==> src/rtl/pgw_pkg.sv <==
package pgw_pkg;

  typedef enum logic [2:0] {
    S_IDLE,
    S_RD_OUT,
    S_WT_OUT,
    S_RD_IN,
    S_WT_IN,
    S_DONE,
    S_FAULT
  } walk_state_t;

  typedef enum logic [1:0] {
    FC_NONE   = 2'd0,
    FC_LENGTH = 2'd1,
    FC_OUTER  = 2'd2,
    FC_INNER  = 2'd3
  } fault_code_t;

endpackage

==> src/rtl/pgw_vaddr_split.sv <==
module pgw_vaddr_split #(
  parameter int OFF_W = 10,
  parameter int IN_W  = 10,
  parameter int OUT_W = 12,
  localparam int VA_W  = OUT_W + IN_W + OFF_W,
  localparam int LEN_W = OUT_W + 1
) (
  input  logic [VA_W-1:0]  vaddr,
  input  logic [LEN_W-1:0] len,
  output logic [OUT_W-1:0] outer_idx,
  output logic [IN_W-1:0]  inner_idx,
  output logic [OFF_W-1:0] offset,
  output logic             beyond
);
  // Field extraction: top index, inner index, byte offset
  always_comb begin
    offset    = vaddr[OFF_W-1:0];
    inner_idx = vaddr[OFF_W +: IN_W];
    outer_idx = vaddr[VA_W-1 -: OUT_W];
    beyond    = {1'b0, outer_idx} >= len;
  end
endmodule

==> src/rtl/pgw_pte_decode.sv <==
module pgw_pte_decode #(
  parameter int PTE_W = 32,
  parameter int OFF_W = 10
) (
  input  logic [PTE_W-1:0] pte,
  output logic             valid,
  output logic [PTE_W-1:0] base
);
  logic unused_rsvd_bits;

  always_comb begin
    valid            = pte[0];
    base             = {pte[PTE_W-1:OFF_W], {OFF_W{1'b0}}};
    unused_rsvd_bits = ^pte[OFF_W-1:1];
  end
endmodule

==> src/rtl/pt_walker.sv <==
module pt_walker
  import pgw_pkg::*;
#(
  parameter int PA_W        = 32,
  parameter int OFF_W       = 10,
  parameter int IN_W        = 10,
  parameter int OUT_W       = 12,
  parameter int ENTRY_BYTES = 4,
  localparam int VA_W  = OUT_W + IN_W + OFF_W,
  localparam int LEN_W = OUT_W + 1
) (
  input  logic             clk,
  input  logic             rst,
  input  logic             req_valid,
  input  logic [VA_W-1:0]  req_vaddr,
  output logic             req_ready,
  input  logic [PA_W-1:0]  tbl_base,
  input  logic [LEN_W-1:0] tbl_len,
  output logic             mem_req_valid,
  output logic [PA_W-1:0]  mem_req_addr,
  input  logic             mem_resp_valid,
  input  logic [PA_W-1:0]  mem_resp_data,
  output logic             done,
  output logic             fault,
  output logic [1:0]       fault_code,
  output logic [PA_W-1:0]  paddr
);
  localparam int ENT_SH = $clog2(ENTRY_BYTES);

  walk_state_t       st;
  fault_code_t       fc_q;
  logic [PA_W-1:0]   rd_addr_q;
  logic [PA_W-1:0]   paddr_q;
  logic [IN_W-1:0]   in_idx_q;
  logic [OFF_W-1:0]  off_q;

  logic [OUT_W-1:0]  s_out;
  logic [IN_W-1:0]   s_in;
  logic [OFF_W-1:0]  s_off;
  logic              s_beyond;
  logic              pte_ok;
  logic [PA_W-1:0]   pte_base;

  pgw_vaddr_split #(.OFF_W(OFF_W), .IN_W(IN_W), .OUT_W(OUT_W)) u_split (
    .vaddr     (req_vaddr),
    .len       (tbl_len),
    .outer_idx (s_out),
    .inner_idx (s_in),
    .offset    (s_off),
    .beyond    (s_beyond)
  );

  pgw_pte_decode #(.PTE_W(PA_W), .OFF_W(OFF_W)) u_pte (
    .pte   (mem_resp_data),
    .valid (pte_ok),
    .base  (pte_base)
  );

  always_ff @(posedge clk) begin
    if (rst) begin
      st        <= S_IDLE;
      fc_q      <= FC_NONE;
      rd_addr_q <= '0;
      paddr_q   <= '0;
      in_idx_q  <= '0;
      off_q     <= '0;
    end else begin
      case (st)
        S_IDLE: if (req_valid) begin
          in_idx_q <= s_in;
          off_q    <= s_off;
          if (s_beyond) begin
            fc_q <= FC_LENGTH;
            st   <= S_FAULT;
          end else begin
            fc_q      <= FC_NONE;
            rd_addr_q <= tbl_base + (PA_W'(s_out) << ENT_SH);
            st        <= S_RD_OUT;
          end
        end
        S_RD_OUT: st <= S_WT_OUT;
        S_WT_OUT: if (mem_resp_valid) begin
          if (!pte_ok) begin
            fc_q <= FC_OUTER;
            st   <= S_FAULT;
          end else begin
            rd_addr_q <= pte_base + (PA_W'(in_idx_q) << ENT_SH);
            st        <= S_RD_IN;
          end
        end
        S_RD_IN: st <= S_WT_IN;
        S_WT_IN: if (mem_resp_valid) begin
          if (!pte_ok) begin
            fc_q <= FC_INNER;
            st   <= S_FAULT;
          end else begin
            paddr_q <= pte_base | PA_W'(off_q);
            st      <= S_DONE;
          end
        end
        default: st <= S_IDLE;
      endcase
    end
  end

  always_comb begin
    req_ready     = (st == S_IDLE);
    mem_req_valid = (st == S_RD_OUT) || (st == S_RD_IN);
    mem_req_addr  = rd_addr_q;
    done          = (st == S_DONE) || (st == S_FAULT);
    fault         = (st == S_FAULT);
    fault_code    = fc_q;
    paddr         = paddr_q;
  end

  AST_LEN_FAULT_NO_READ: assert property (@(posedge clk) disable iff (rst)
    (req_ready && req_valid && s_beyond) |=> (done && fault && fault_code == 2'd1 && !mem_req_valid));
  AST_ACCEPT_READ: assert property (@(posedge clk) disable iff (rst)
    (req_ready && req_valid && !s_beyond) |=> (mem_req_valid && !done));
  AST_SINGLE_READ: assert property (@(posedge clk) disable iff (rst)
    mem_req_valid |=> !mem_req_valid);
  AST_OUTER_BAD: assert property (@(posedge clk) disable iff (rst)
    (st == S_WT_OUT && mem_resp_valid && !mem_resp_data[0]) |=> (fault && fault_code == 2'd2 && !mem_req_valid));
  AST_INNER_BAD: assert property (@(posedge clk) disable iff (rst)
    (st == S_WT_IN && mem_resp_valid && !mem_resp_data[0]) |=> (fault && fault_code == 2'd3));
  AST_FRAME_OUT: assert property (@(posedge clk) disable iff (rst)
    (st == S_WT_IN && mem_resp_valid && mem_resp_data[0]) |=>
      (done && !fault && paddr[PA_W-1:OFF_W] == $past(mem_resp_data[PA_W-1:OFF_W])));
  AST_DONE_PULSE: assert property (@(posedge clk) disable iff (rst)
    done |=> (!done && req_ready));
  AST_BUSY_NO_READY: assert property (@(posedge clk) disable iff (rst)
    (mem_req_valid || done) |-> !req_ready);
endmodule

==> config.mk <==
export PLATFORM = sky130hd
export DESIGN_NAME = pt_walker
export DESIGN_NICKNAME = d
export VERILOG_FILES = /design/src/rtl/pgw_pkg.sv /design/src/rtl/pgw_vaddr_split.sv /design/src/rtl/pgw_pte_decode.sv /design/src/rtl/pt_walker.sv
export SDC_FILE = /design/constraint.sdc
export NUM_CORES = 1
export LEC_CHECK = 0
export ABC_AREA = 1
export ABC_CLOCK_PERIOD_IN_PS = 2100
export BUFFER_PORTS_ARGS = -buffer_cell sky130_fd_sc_hd__buf_4
export CORE_AREA = 5 5 140 142
export CTS_CLUSTER_SIZE = 30
export DETAILED_ROUTE_END_ITERATION = 6
export DIE_AREA = 0 0 145 147
export GPL_ROUTABILITY_DRIVEN = 0
export GPL_TIMING_DRIVEN = 0
export HOLD_SLACK_MARGIN = 0.02
export SYNTH_ARGS = -nofsm -noshare
export SYNTH_HDL_FRONTEND = slang
export SYNTH_HIERARCHICAL = 1
export SYNTH_SLANG_ARGS = --single-unit
export TNS_END_PERCENT = 10
==> constraint.sdc <==
create_clock -name clk -period 2.1 [get_ports clk]
set_input_delay 0.21 -clock clk [delete_from_list [all_inputs] [get_ports clk]]
set_output_delay 0.21 -clock clk [all_outputs]
set_load 0.01 [all_outputs]
==> reports/summary.txt <==
Worst-Margin Slew -> 0.5919 ns
critical path type -> primary input to flop
CP peak stage delay -> 0.43 ns
Total Routing Usage GR -> 0.2030
clock sink total -> 89
share of cells above drive strength 1 -> 0.2056
syn avg cell area -> 6.160 um2
crit-path cells -> buf_4, buf_4, ha_1, fa_1, nand2_1, o21ai_2, nand3_1, nand2_1, o21ai_0, nand3_1, nand2_1, inv_1
VDD IR-drop max -> 0.0003804 V
I/O Buffers -> 129
CP max-delay cell -> fa_1
P&R area growth vs syn -> 22.60%
cts hold-fix bufs -> 0
Yosys top cell by area -> dfxtp_1
vias in the first global route -> 7,168
clk_lat worst skew -> 0.35 ns
largest net degree at the start of global routing -> 17
Tmin final -> 1.901 ns
sequential share of power -> 0.301
clk slew on worst S/H paths -> 0.07 ns
final wirelength -> 22.11 mm
detailed placement HPWL -> 18.67 mm
Die Wd -> 145 um
number of DRC markers in iteration 0 -> 425
CTS max path bufs -> 2
number of synthesized flops with an enable pin -> 0
area of the multi-input gates -> 4151 um2
Post-synth top cells -> nand2_1 (280), inv_1 (159), nor2_1 (123), nand3_1 (113), dfxtp_1 (89)
clock network power share -> 0.212
Slew Viols, Final -> 0
R2R depth -> 9
Post-Place Cells -> 1,536
Synth Instances -> 1,164
headroom to the max-slew limit -> 0.6054
final total power -> 7.993 mW
critical path depth -> 12
initial core utilization -> 0.3912
ys async rst share -> 0
drt first pass iters -> 6
Rows -> 50
Synth top area share -> 0.2485
largest cells by area after synthesis -> dfxtp_1 (25%), nand2_1 (15%), inv_1 (8.3%)
Distinct cells, synth -> 44
Worst Path Buf+Inv -> 3
RSZ-0062 raised after global routing -> no
TritonCTS clock tree -> built
routed length per instance -> 14.25 um
Layout Cells excl Fill -> 1,552
synthesized area -> 7171 um2
outcome -> finished clean
top_reg_cell synth -> dfxtp_1
max cap viols -> 0
crit-path max FO -> 6
Antenna diodes -> 0
CTS Root Cell -> clkbuf_16
vias per inst -> 4.843
most frequent cell after synthesis -> nand2_1
pwr dens -> 909.3 nW/um2
DRC Markers -> 0
via count -> 7,517
Hold Path Depth -> 3
Logic pwr share -> 0.487
Startpoint Class -> primary input
f_max -> 526.0 MHz
switching component of the power -> 3.356 mW
register area -> 1782 um2
CP endpoint kind -> flop
Inserted Clock Buffers -> 9
fin nets -> 1,462
Critical Path RT -> 2.35 ns
yosys warns -> 6
Layout fillers -> 2,009
Core Area -> 18,330 um2
Antenna Nets Post-Route -> 0
sequential cell area fraction in the yosys report -> 0.2485
reg-to-reg setup timing slack -> 0.21 ns
I/O pin cnt -> 183
Worst path top cell family by delay -> adder cells
final setup fails -> 0
# resized after CTS -> 0
most used cell, CP -> nand2_1
Setup Skew -> 0.008129 ns
period utilization -> 0.9053
switch share -> 0.4199
Hold WC Path Type -> primary input to flop
initial antenna violation count -> 0
height of the die -> 147 um
die area -> 21,320 um2
Hold Fails Final Rpt -> 0
Post-CTS Setup Repair Bufs -> 0
P_leak -> 4.562 nW
CTS H-tree depth -> 3
Synth Register Bits -> 89
Worst EP arrival -> 2.15 ns
global-route wire length before repair -> 35.84 mm
internal power -> 4.637 mW
grt ovf -> 0
worst register-to-register path, stage by stage (launching register included):
cell	delay, ns
dfxtp_1	0.31
ha_1	0.39
nand2_2	0.13
inv_1	0.04
a21boi_1	0.21
nand3_2	0.19
nand4_1	0.12
nand3_1	0.16
nand3_1	0.15
a21oi_1	0.06
layer usage:
metal	wire [um]	vias to the layer above	track usage
met2	10300	207	0.3494
li1	-	3951	-
met3	1537	25	0.05213
met1	9895	3334	0.2524
met4	378	0	0.05320
met5	0	-	0
power by group through the flow:
stage	clock (mW)	combinational [mW]	sequential (mW)
final	1.69	3.89	2.41
after global routing	1.79	4.40	2.46
after CTS	1.72	3.87	2.41
after detailed placement	0	3.85	2.45
after global placement	0	3.84	2.44
after floorplan	0	2.41	2.50
final cells by class:
cell class                 instances  area share
multi-input combinational        820      0.4722
sequential                        89      0.2027
timing repair buffer             129      0.1102
buffer                            99     0.07543
inverter                         165     0.07074
tap                              234     0.03330
clock buffer                      10     0.02718
clock inverter                     6    0.008255
logic make-up after synthesis:
family	after synthesis	synth area share
other	1	0.0005230
xor gates and xnor gates	10	0.01222
AOI/OAI and AO/OA	179	0.1361
buffers and inverters	264	0.1792
adders and majority gates	36	0.06491
and+or+nand+nor	585	0.3586
DFF	89	0.2485
sequential cells by signal, summed over array words and instances, names as in the netlist:
name and count:
in_idx_q 10, off_q 10, mem_req_addr 32, fault_code 2, paddr 32, st 3
worst paths after layout:
| path | from | endpoint |
|---|---|---|
| setup / recovery | req_vaddr[20] | mem_req_addr[14] |
| hold / removal | req_vaddr[14] | in_idx_q[4] |
| setup reg to reg | in_idx_q[9] | mem_req_addr[25] |
| hold reg to reg | paddr[13] | paddr[13] |
stage by stage:
stage	setup TNS [ns]	hold WS, ns	setup slack, ns	area [um2]	util
floorplan	0	0.3703	0.3659	7204	-
global placement	-0.2852	0.4332	-0.1341	8466	0.4618
detailed placement	-0.3601	0.4350	-0.1533	8466	0.4618
CTS	0	0.08012	0.1361	8777	0.4788
global route	0	0.09566	0.02522	8791	0.4796
finish	0	0.08476	0.1989	8791	0.4796
cells in the final DEF (no fill, tap or decap), types with 2 or more instances in the layout:
cell type / count
a21o_1: 2
a21oi_1: 77
a31oi_1: 4
buf_2: 11
buf_4: 195
buf_6: 4
clkbuf_1: 18
clkbuf_16: 9
conb_1: 10
dfxtp_1: 89
fa_1: 2
ha_1: 34
inv_1: 159
inv_2: 5
inv_6: 4
nand2_1: 280
nand2_2: 9
nand3_1: 112
nand3_2: 5
nand3b_1: 6
nand4_1: 13
nor2_1: 123
nor2_2: 7
nor2_4: 4
nor3_1: 14
nor3_2: 4
o211ai_1: 4
o21ai_0: 63
o21ai_1: 11
o21ai_2: 2
o21bai_1: 11
or2_2: 2
xor2_1: 9
(Power assumes the default switching activity.)
